**config.mk**
```make
export PLATFORM = sky130hd
export DESIGN_NAME = clk_mode_seq
export DESIGN_NICKNAME = d
export VERILOG_FILES = /design/src/rtl/clkm_pkg.sv /design/src/rtl/clkm_warmup.sv /design/src/rtl/clkm_ctrl.sv /design/src/rtl/clkm_src_dec.sv /design/src/rtl/clk_mode_seq.sv
export SDC_FILE = /design/constraint.sdc
export NUM_CORES = 1
export LEC_CHECK = 0
export BUFFER_PORTS_ARGS = -buffer_cell sky130_fd_sc_hd__buf_2
export CAP_MARGIN = 20
export CORE_ASPECT_RATIO = 1.25
export CORE_UTILIZATION = 31
export DETAILED_ROUTE_END_ITERATION = 16
export GPL_ROUTABILITY_DRIVEN = 0
export SYNTH_ARGS = -nofsm -noshare
export SYNTH_HDL_FRONTEND = slang
export SYNTH_SLANG_ARGS = --single-unit
```
**constraint.sdc**
```tcl
create_clock -name clk -period 5.15 [get_ports clk]
set_input_delay 0.515 -clock clk [delete_from_list [all_inputs] [get_ports clk]]
set_output_delay 0.515 -clock clk [all_outputs]
set_load 0.01 [all_outputs]
```
**src/rtl/clkm_pkg.sv**
```systemverilog
package clkm_pkg;

    typedef enum logic [1:0] {
        DIV_MULT = 2'b00,
        DIV_RSVD = 2'b01,
        DIV_BY4  = 2'b10,
        DIV_BY1K = 2'b11
    } div_code_e;

    typedef enum logic [1:0] {
        SRC_XTAL = 2'b00,
        SRC_MULT = 2'b01,
        SRC_RING = 2'b10
    } clk_src_e;

    localparam int CFG_MUL_BIT  = 2;
    localparam int CFG_X4_BIT   = 3;
    localparam int CFG_SWB_BIT  = 4;
    localparam int CFG_RSEL_BIT = 5;

    typedef struct packed {
        div_code_e div;
        logic      mul_en;
        logic      x4;
        logic      swb;
        logic      ring_sel;
        logic      ready;
        logic      ring_act;
    } ctl_state_t;

endpackage

```
**src/rtl/clkm_warmup.sv**
```systemverilog
module clkm_warmup #(
    parameter int WARMUP_CYCLES = 65536
) (
    input  logic clk,
    input  logic rst,
    input  logic start_i,
    output logic done_o
);
    localparam int CW = (WARMUP_CYCLES > 1) ? $clog2(WARMUP_CYCLES) : 1;
    localparam logic [CW-1:0] LAST = CW'(WARMUP_CYCLES - 1);

    typedef struct packed {
        logic [CW-1:0] cnt;
        logic          busy;
    } wu_state_t;

    wu_state_t wu_q, wu_d;

    assign done_o = wu_q.busy && (wu_q.cnt == LAST);

    always_comb begin
        wu_d = wu_q;
        if (start_i) begin
            wu_d.cnt  = '0;
            wu_d.busy = 1'b1;
        end else if (done_o) begin
            wu_d.busy = 1'b0;
        end else if (wu_q.busy) begin
            wu_d.cnt = wu_q.cnt + 1'b1;
        end
    end

    always_ff @(posedge clk) begin
        if (rst) begin
            wu_q.cnt  <= '0;
            wu_q.busy <= 1'b1;
        end else begin
            wu_q <= wu_d;
        end
    end
endmodule

```
**src/rtl/clkm_ctrl.sv**
```systemverilog
module clkm_ctrl
    import clkm_pkg::*;
(
    input  logic       clk,
    input  logic       rst,
    input  logic       rst_por,
    input  logic       wr_en,
    input  logic [7:0] wr_data,
    input  logic       stop_enter,
    input  logic       stop_exit,
    input  logic       ext_int_ack,
    input  logic       serial_start,
    input  logic       done_i,
    output logic       start_o,
    output ctl_state_t state_o
);
    ctl_state_t st_q, st_d;
    div_code_e  wdiv;
    logic       via_default;
    logic       div_ok;
    logic       start_d;

    assign wdiv        = div_code_e'(wr_data[1:0]);
    assign via_default = (st_q.div == DIV_BY4) || (wdiv == DIV_BY4);
    assign div_ok      = (wdiv != DIV_RSVD) && via_default
                       && !(st_q.ring_act && (wdiv != DIV_BY4))
                       && !((wdiv == DIV_MULT) && !(st_q.ready && st_q.mul_en));

    always_comb begin
        st_d    = st_q;
        start_d = 1'b0;
        if (wr_en) begin
            st_d.swb = wr_data[CFG_SWB_BIT];
            if (!st_q.mul_en)
                st_d.x4 = wr_data[CFG_X4_BIT];
            if (!st_q.ring_act)
                st_d.ring_sel = wr_data[CFG_RSEL_BIT];
            if ((st_q.div == DIV_BY4) && !st_q.ring_act
                && (wr_data[CFG_MUL_BIT] != st_q.mul_en)) begin
                st_d.mul_en = wr_data[CFG_MUL_BIT];
                start_d     = wr_data[CFG_MUL_BIT];
            end
            if (div_ok)
                st_d.div = wdiv;
        end
        if (st_q.swb && (st_q.div == DIV_BY1K) && (ext_int_ack || serial_start))
            st_d.div = DIV_BY4;
        if (stop_enter) begin
            st_d.mul_en = 1'b0;
            start_d     = 1'b0;
        end
        if (stop_exit) begin
            st_d.div      = DIV_BY4;
            st_d.ring_act = st_q.ring_sel;
            start_d       = 1'b1;
        end
        if (start_d) begin
            st_d.ready = 1'b0;
        end else if (done_i) begin
            st_d.ready    = 1'b1;
            st_d.ring_act = 1'b0;
        end
    end

    always_ff @(posedge clk) begin
        if (rst) begin
            st_q.div      <= DIV_BY4;
            st_q.mul_en   <= 1'b0;
            st_q.x4       <= 1'b0;
            st_q.swb      <= 1'b0;
            st_q.ring_sel <= rst_por ? 1'b0 : st_q.ring_sel;
            st_q.ready    <= 1'b0;
            st_q.ring_act <= 1'b0;
        end else begin
            st_q <= st_d;
        end
    end

    assign start_o = start_d;
    assign state_o = st_q;
endmodule

```
**src/rtl/clkm_src_dec.sv**
```systemverilog
module clkm_src_dec
    import clkm_pkg::*;
(
    input  div_code_e div_i,
    input  logic      ring_act_i,
    output clk_src_e  src_o
);
    always_comb begin
        if (ring_act_i)
            src_o = SRC_RING;
        else if (div_i == DIV_MULT)
            src_o = SRC_MULT;
        else
            src_o = SRC_XTAL;
    end
endmodule

```
**src/rtl/clk_mode_seq.sv**
```systemverilog
module clk_mode_seq
    import clkm_pkg::*;
#(
    parameter int WARMUP_CYCLES = 65536
) (
    input  logic       clk,
    input  logic       rst,
    input  logic       rst_por,
    input  logic       wr_en,
    input  logic [7:0] wr_data,
    input  logic       stop_enter,
    input  logic       stop_exit,
    input  logic       ext_int_ack,
    input  logic       serial_start,
    output logic [7:0] rd_data,
    output logic [1:0] clk_src,
    output logic [1:0] div_code,
    output logic       mult_x4,
    output logic       clk_ready,
    output logic       ring_active
);
    ctl_state_t st;
    logic       wu_start;
    logic       wu_done;
    clk_src_e   src;

    clkm_warmup #(.WARMUP_CYCLES(WARMUP_CYCLES)) u_warmup (
        .clk     (clk),
        .rst     (rst),
        .start_i (wu_start),
        .done_o  (wu_done)
    );

    clkm_ctrl u_ctrl (
        .clk          (clk),
        .rst          (rst),
        .rst_por      (rst_por),
        .wr_en        (wr_en),
        .wr_data      (wr_data),
        .stop_enter   (stop_enter),
        .stop_exit    (stop_exit),
        .ext_int_ack  (ext_int_ack),
        .serial_start (serial_start),
        .done_i       (wu_done),
        .start_o      (wu_start),
        .state_o      (st)
    );

    clkm_src_dec u_src (
        .div_i      (st.div),
        .ring_act_i (st.ring_act),
        .src_o      (src)
    );

    assign rd_data     = {st.ring_act, st.ready, st.ring_sel, st.swb,
                          st.x4, st.mul_en, st.div};
    assign clk_src     = src;
    assign div_code    = st.div;
    assign mult_x4     = st.x4;
    assign clk_ready   = st.ready;
    assign ring_active = st.ring_act;
endmodule

```
---- Word-level counts from Yosys, hierarchy flattened ----
Cells that the tools add are included.
word-level totals
  bits in registers ....................... 25
  output and inout port bits .............. 15
  word-level logic and storage cells ...... 66
  input bits .............................. 16
operators by class
  equal/unequal tests ..................... 9
  add/sub/neg operators ................... 1
  reduce and logical (&&, ||, !) cells .... 28
  mux-type cells .......................... 17
  bitwise operators ....................... 2
operator list
  kind                     number
  $add A16 B1 Y16 const B  1
  $eq A16 B16 Y1 const B   1
  $mux W1                  12
  $logic_and A1 B1 Y1      11
  $reduce_and A2 Y1        4
  $eq A2 B2 Y1 const B     3
  $mux W2                  3
  $mux W6                  1
  $logic_not A1 Y1         4
  $logic_not A2 Y1         2
  $ne A2 B1 Y1 const B     2
  $ne A2 B2 Y1 const B     2
  $reduce_or A2 Y1         2
  $mux W3                  1
  $reduce_and A3 Y1        1
  $reduce_or A3 Y1         1
  $logic_or A1 B1 Y1       2
  $not A1 Y1               2
  $reduce_bool A2 Y1       1
  $ne A1 B1 Y1             1

---- Depth between registers and ports, before layout ----
Gate-level depths: netlist of the first run.
  depth after elaboration ................. 9
  gate-level depth with buffers ........... 6
  depth with buffers taken out ............ 5

---- By module ----
Synthesis of the first run repeated with hierarchy kept, for this count alone.
unflattened totals
  cell total of the unflattened synthesis .. 152
  area, all modules ....................... 1318.8 um^2
by module, submodules not included
  module        instances  area an instance (um^2)  seq. area each (um^2)  cells each
  clkm_warmup   1          845.8                    340.3                  105
  clkm_ctrl     1          417.9                    170.2                  40
  clk_mode_seq  1          37.5                     0.0                    5
  clkm_src_dec  1          17.5                     0.0                    2

---- Least setup slack after synthesis of the first run ----
No wires, ideal clock.
  path type ............................... reg2reg
  start point ............................. register u_warmup.wu_q[1] (netlist name)
  end point ............................... register u_warmup.wu_q[15] (netlist name)
  data required time ...................... 5079 ps
  arrival time ............................ 1609 ps
  period minus slack after synthesis ...... 1680 ps
  path slack .............................. 3470 ps
  path buffers ............................ 1
  setup time .............................. 71 ps
  cell stages (with the launch flop) ...... 7
  cells stage by stage .................... dfxtp_1 ha_1 nand4_1 clkbuf_1 a211o_1 or3_1 a21oi_1
on the way
  longest elaborated chain between the ends .. 4
  elaborated cells between the ends (all ways) .. 5
  those cells by class .................... 1 x add/sub; 1 x eq/ne; 1 x bitwise; 2 x reduce/logical
ends and longest elaborated chain
  item                                                                     line               RTL
  start, declared                                                          clkm_warmup.sv:17  wu_state_t wu_q, wu_d;
  start signal, assigned                                                   clkm_warmup.sv:38  wu_q <= wu_d;
  parallel branches: the longest is 4 deep, another holds $add A16 B1 Y16  n/a
Several ways; the timed one is not identified.
A chain may end at the register's enable or synchronous reset.

---- Worst setup path after layout of the first run ----
Ends and elaborated chain as after synthesis.

==> results of run 1 <==
-- synthesized netlist by cell type, types with 2 or more instances --
cell      instances  share of area, %
dfxtp_1          24                39
nor2_1           14               4.3
nand2_1          10               3.1
o21ai_0          10               4.1
a21oi_1           8               3.3
buf_4             6               3.7
nand3_1           6               2.5
nand4_1           6               3.1
or3_1             6               3.1
nor3_1            5               2.0
inv_1             4               1.2
a31oi_1           3               1.5
mux2i_1           3               2.5
o41ai_1           3               2.1
or4_1             3               1.8
a21o_1            2               1.2
and4_1            2               1.4
buf_2             2              0.82
clkbuf_1          2              0.61
o21a_1            2               1.2
o31ai_1           2               1.2
or2_2             2               1.0
xnor2_1           2               1.4
-- final cells by class --
cell class	count	area [um^2]
Fill cell	412	2370
Tap cell	54	67.6
Multi-Input combinational cell	104	632
Inverter	4	15.0
Clock buffer	4	45.0
Timing Repair Buffer	29	148
Sequential cell	25	510
-- metal layers --
metal,share of wire (%),vias up,global-route usage (%)
met1,46,520,16.0
met3,4.7,4,2.14
met5,0,-,0
met2,48,31,23.9
met4,0.84,0,3.17
li1,-,578,-
-- power groups by stage --
stage                     Clock [mW]  Combinational [mW]  Sequential (mW)
after global placement             0              0.0267            0.205
after floorplan                    0              0.0157            0.206
after global routing           0.124              0.0303            0.201
after detailed placement           0              0.0270            0.205
after CTS                      0.117              0.0272            0.201
final                          0.113              0.0270            0.201
-- metrics by stage --
step	cell area (um^2)	power, mW	setup WS [ns]	hold WS, ns	utilization, %
detailed placement	1370	0.232	3.20	0.498	36.3
global route	1420	0.356	2.96	0.431	37.5
CTS	1420	0.345	3.18	0.427	37.5
global placement	1370	0.232	3.20	0.476	36.3
finish	1420	0.340	3.20	0.429	37.5
floorplan	1220	0.222	3.47	0.453	-
-- sequential cells by signal, indices dropped and copies added, names as in the netlist --
name,flops
u_warmup.wu_q,17
u_ctrl.state_o,8
-- cells by family (layout without fill, tap and decap cells) --
group	Yosys count	count (layout)	synth area share (%)
adders and majority gates	1	1	1.02
and+or+nand+nor	60	60	26.4
buffers and inverters	15	37	6.65
DFF	25	25	41.7
xor gates and xnor gates	3	3	2.15
muxes	3	3	2.45
AOI/OAI and AO/OA	37	37	19.6
-- worst max-delay path by stage --
| stage | end | slack (ns) | cells past startpoint |
|---|---|---|---|
| after global placement | u_warmup.wu_q[15]$_SDFFE_PP0P_ | 3.20 | 5 |
| after CTS | u_warmup.wu_q[11]$_SDFFE_PP0P_ | 3.18 | 5 |
| after floorplan | u_warmup.wu_q[15]$_SDFFE_PP0P_ | 3.47 | 6 |
| after global routing | u_warmup.wu_q[11]$_SDFFE_PP0P_ | 2.96 | 5 |
| after detailed placement | u_warmup.wu_q[11]$_SDFFE_PP0P_ | 3.20 | 5 |
| final | u_warmup.wu_q[15]$_SDFFE_PP0P_ | 3.20 | 5 |
-- worst max-delay path: stages, from the launching register on --
cell and delay, ns:
dfxtp_1 0.40, ha_1 0.21, nand4_1 0.35, a211o_1 0.43, or3_1 0.35, a21oi_1 0.14
==> flow_metrics.env, run 1 <==
export IMPL_tightest_slew_ns=0.514
export IMPL_cts_max_level=1
export IMPL_hold_buffers=0
export IMPL_worst_ep_required_time_ns=5.35
export IMPL_clkSinkCount=25
export IMPL_io_buffers=28
export IMPL_dp_hpwl_mm=1.90
export IMPL_irDropWorstVdd_mv=0.0915
export IMPL_via_per_inst=5.15
export IMPL_cts_made_buffers=3
export IMPL_io_pins=31
export IMPL_drt_wirelength_per_cell_um=11.3
export IMPL_crit_path_start="u_warmup.wu_q[1]$_SDFFE_PP0P_"
export IMPL_path_max_fanout=11
export IMPL_final_common_cell="buf_2"
export IMPL_holdPathEnd="u_ctrl.state_o[5]$_SDFFE_PP0P_"
export IMPL_rsz0062_at_grt="false"
export IMPL_p_clk_share_pct=33.1
export IMPL_internal_power_uw=265
export IMPL_hp_start="stop_enter"
export IMPL_final_setup_viol_count=0
export IMPL_crit_type="reg2reg"
export IMPL_drt_initial_drc_count=87
export IMPL_coreArea_um2=3780
export IMPL_setup_tns_ns=0
export IMPL_r2r_start="u_warmup.wu_q[1]$_SDFFE_PP0P_"
export IMPL_synthFlopType="dfxtp_1"
export IMPL_syn_area_per_cell_um2=8.50
export IMPL_place_inst=216
export IMPL_hold_violations=0
export IMPL_postRouteWirelength_mm=2.49
export IMPL_clk_pin_slew_ns=0.08
export IMPL_clockBufferDepth=2
export IMPL_die_w_um=58.2
export IMPL_min_period_ns=1.95
export IMPL_overflow=0
export IMPL_critPathLaunchType="flop"
export IMPL_ctsResizeCount=0
export IMPL_relSlewSlack_pct=64.8
export IMPL_min_period_over_period_pct=37.9
export IMPL_ys_warn_count=0
export IMPL_yosysUniqueCellTypes=40
export IMPL_cap_violations=0
export IMPL_cp_end_kind="flop"
export IMPL_holdCritPathClass="in2reg"
export IMPL_cts_setup_buffers=0
export IMPL_stdcell_count=220
export IMPL_synth_area_um2=1220
export IMPL_cts_tree="yes"
export IMPL_syn_num_nets=161
export IMPL_row_count=25
export IMPL_fmax_ghz=0.512
export IMPL_arrival_ns=2.15
export IMPL_layout_common_cells="28 x buf_2, 24 x dfxtp_1, 14 x nor2_1"
export IMPL_layout_nets=184
export IMPL_area_growth_pct=15.8
export IMPL_pwr_share_comb_pct=7.9
export IMPL_die_y_um=72.2
export IMPL_insertion_delay_ns=0.26
export IMPL_grt_pass1_wl_mm=4.47
export IMPL_r2r_setup_slack_ns=3.20
export IMPL_die_area_um2=4200
export IMPL_whs_path_depth=2
export IMPL_seq_area_frac_synth_pct=41.7
export IMPL_drt_pass1_iter_count=4
export IMPL_diodes=0
export IMPL_drc=0
export IMPL_ant_nets=0
export IMPL_start_util_pct=32.3
export IMPL_leakage_nw=0.519
export IMPL_first_global_vias=1081
export IMPL_postSynthCellCount=144
export IMPL_power_density_nw_per_um2=240
export IMPL_antenna_found_initial=0
export IMPL_p_seq_share_pct=58.9
export IMPL_skew_ns=0.00117
export IMPL_drv_slew=0
export IMPL_via_count=1133
export IMPL_r2r_end="u_warmup.wu_q[15]$_SDFFE_PP0P_"
export IMPL_clock_tree_root_cell="clkbuf_8"
export IMPL_r2r_cells=5
export IMPL_drive_gt1_share_pct=21.7
export IMPL_switching_share_pct=22.1
export IMPL_async_reset_ff_share_pct=0
export IMPL_grt_max_degree=15
export IMPL_synth_edf_count=1
export IMPL_grt_usage_pct=13.2
export IMPL_p_switching_uw=75.4
export IMPL_outcome="complete, no violations"
export IMPL_ys_ff_latch=25
Note: power is estimated with default switching activity, not from simulation.
==> run 2: changes to the inputs <==
--- a/config.mk
+++ b/config.mk
@@ -5,6 +5,7 @@
 export SDC_FILE = /design/constraint.sdc
 export NUM_CORES = 1
 export LEC_CHECK = 0
+export ABC_AREA = 1
 export BUFFER_PORTS_ARGS = -buffer_cell sky130_fd_sc_hd__buf_2
 export CAP_MARGIN = 20
 export CORE_ASPECT_RATIO = 1.25
==> constraint.sdc (replaced) <==
create_clock -name clk -period 1.6 [get_ports clk]
set_input_delay 0.16 -clock clk [delete_from_list [all_inputs] [get_ports clk]]
set_output_delay 0.16 -clock clk [all_outputs]
set_load 0.01 [all_outputs]
==> run 2 against run 1 <==
Sequential cell count unchanged. Hold slack got worse by 0.37 ns. Global-route usage is 0.28 points higher. Clock power grew to 3.5 times the previous value. Sequential power rose to 3.2 times the previous value. Synthesized cell count grew 45%. Critical endpoint is now u_warmup.wu_q[7]$_SDFFE_PP0P_. Largest cell class unchanged.
==> flow_metrics.env, run 2 <==
export IMPL_outcome="complete, no violations"
export IMPL_fill_cells=469
export IMPL_cp_end_kind="flop"
export IMPL_hold_buffers=0
export IMPL_yosysUniqueCellTypes=25
export IMPL_top_usage_layer="met2"
export IMPL_tightest_slew_ns=0.282
export IMPL_critPathLaunchType="flop"
export IMPL_regMostFlops="u_warmup.wu_q"
export IMPL_arrival_ns=1.63
export IMPL_row_count=27
export IMPL_fin_ws_ns=0.179
export IMPL_crit_type="reg2reg"
export IMPL_clk_pin_slew_ns=0.10
export IMPL_power_density_nw_per_um2=670
export IMPL_layout_common_cells="56 x nand2_1, 30 x nor2_1, 28 x buf_2"
export IMPL_use_met1_pct=15.7
export IMPL_postSynthCellCount=209
export IMPL_syn_num_nets=226
export IMPL_yosysMostFrequentCell="nand2_1"
export IMPL_holdCritPathClass="in2reg"
export IMPL_via_count=1373
export IMPL_syn_area_per_cell_um2=6.88
export IMPL_final_setup_viol_count=0
export IMPL_min_period_ns=1.42
export IMPL_drv_slew=0
export IMPL_min_period_over_period_pct=88.8
export IMPL_synth_top_cell_area_share_pct=33.4
export IMPL_irDropWorstVdd_mv=0.525
export IMPL_via_per_inst=4.61
export IMPL_largest_register_ffs=17
export IMPL_postRouteWirelength_mm=3.07
export IMPL_clock_tree_root_cell="clkbuf_8"
export IMPL_first_global_vias=1281
export IMPL_skew_ns=0.00842
export IMPL_totalPowerFinal_mw=1.16
export IMPL_overflow=0
export IMPL_antenna_found_initial=0
export IMPL_drive_gt1_share_pct=27.9
export IMPL_hold_violations=0
export IMPL_layout_nets=258
export IMPL_relSlewSlack_pct=81.2
export IMPL_die_y_um=78.2
export IMPL_grtUsageMet3_pct=2.03
export IMPL_start_util_pct=32.5
export IMPL_seq_area_frac_synth_pct=35.5
export IMPL_die_area_um2=4920
export IMPL_drt_pass1_iter_count=4
export IMPL_async_reset_ff_share_pct=0
export IMPL_rsz0062_at_grt="false"
export IMPL_synth_common_cells="56 x nand2_1, 31 x nor2_1, 24 x dfxtp_1"
export IMPL_setup_tns_ns=0
export IMPL_ys_warn_count=0
export IMPL_cts_max_level=1
export IMPL_final_common_cell="nand2_1"
export IMPL_cts_made_buffers=3
export IMPL_drc=0
export IMPL_cts_tree="yes"
export IMPL_synth_area_um2=1440
export IMPL_clockBufferDepth=2
export IMPL_grt_use_met2_pct=25.1
export IMPL_insertion_delay_ns=0.27
export IMPL_path_max_fanout=11
export IMPL_drt_wirelength_per_cell_um=10.3
export IMPL_coreArea_um2=4430
export IMPL_ys_ff_latch=25
export IMPL_grt_usage_pct=13.4
export IMPL_ant_nets=0
export IMPL_io_pins=31
export IMPL_die_w_um=62.9
export IMPL_cap_violations=0
export IMPL_diodes=0
export IMPL_drt_initial_drc_count=59
export IMPL_area_growth_pct=20.3
export IMPL_clkSinkCount=25
export IMPL_io_buffers=28
export IMPL_grt_pass1_wl_mm=5.41
export IMPL_synthFlopType="dfxtp_1"
export IMPL_pre_cts_slack_ns=0.0916
export IMPL_fmax_ghz=0.703
export IMPL_leakage_nw=0.729
export IMPL_yosys_top_cells_area="dfxtp_1 33%, nand2_1 15%, nor2_1 8.1%, a21oi_2 5.5%, nand3_1 5.2%"
export IMPL_worst_ep_required_time_ns=1.81
export IMPL_dp_hpwl_mm=2.28
export IMPL_grt_max_degree=19
export IMPL_synth_edf_count=1
export IMPL_yosys_area_top_type="dfxtp_1"
run 2: changes by cell type in the layout (fill, tap and decap cells not counted), sizes merged, moves of 6 or more:
| cell | previous run | this run |
|---|---|---|
| a21oi | 8 | 16 |
| buf | 29 | 36 |
| inv | 4 | 21 |
| nand2 | 10 | 61 |
| nand3 | 7 | 16 |
| nor2 | 14 | 37 |
| or3 | 6 | 0 |
run 2: logic make-up after synthesis:
logic type | Yosys count | share of synthesized area, %
simple gates | 123 | 38.1
buf+inv | 29 | 10.3
compound gates | 25 | 11.7
flops | 25 | 35.5
xor+xnor | 6 | 3.65
fa+ha+maj | 1 | 0.869
run 2: worst max-delay path, cell delays in order (launching register included):
cell and delay (ns):
dfxtp_2 0.39, ha_4 0.16, nand2_1 0.06, nor2_2 0.10, nand2_2 0.10, o21ai_2 0.19, buf_12 0.15, nand2_1 0.07
a21oi_2 0.14
run 2: routing by layer:
| layer | up-vias | wire [um] | share of wire (%) |
|---|---|---|---|
| met3 | 4 | 96 | 3.1 |
| met1 | 615 | 1360 | 44 |
| li1 | 729 | - | - |
| met5 | - | 0 | 0 |
| met4 | 0 | 39 | 1.3 |
| met2 | 25 | 1580 | 51 |
run 2: power breakdown:
part | total, mW | internal (mW) | switching (mW)
clock | 0.398 | 0.182 | 0.216
combinational | 0.112 | 0.0463 | 0.0655
sequential | 0.651 | 0.640 | 0.0115
run 2: timing repair:
action	4_1_cts	5_1_grt
setup buffers	0	1
setup endpoints to repair	0	14
gates resized for setup	0	5
run 2: path summary, 6_finish.rpt:
path,from,endpoint,slack (ns),depth (start not counted)
max reg2reg,u_warmup.wu_q[1]$_SDFFE_PP0P_,u_warmup.wu_q[7]$_SDFFE_PP0P_,0.18,8
min reg2reg,u_ctrl.state_o[4]$_SDFFE_PP0P_,u_ctrl.state_o[4]$_SDFFE_PP0P_,0.51,2
max,u_warmup.wu_q[1]$_SDFFE_PP0P_,u_warmup.wu_q[7]$_SDFFE_PP0P_,0.18,8
min,stop_enter,u_ctrl.state_o[5]$_SDFFE_PP0P_,0.06,2
run 2: final cells by class:
class                      instances  area [um^2]  area share (%)
clock buffer                       3         41.3            2.38
inverter                          20         75.1            4.34
sequential                        25          513            29.6
clock inverter                     1         8.76           0.506
timing repair buffer              36          225            13.0
tap                               58         72.6            4.19
multi-input combinational        155          796            46.0
run 2: through the flow:
step,area [um^2],util (%),hold WS [ns],instances
after global placement,1660,37.4,0.346,293
after floorplan,1440,-,0.229,209
after global routing,1730,39.1,0.0442,298
final,1730,39.1,0.0555,298
after CTS,1710,38.6,0.0452,297
after detailed placement,1660,37.4,0.347,293
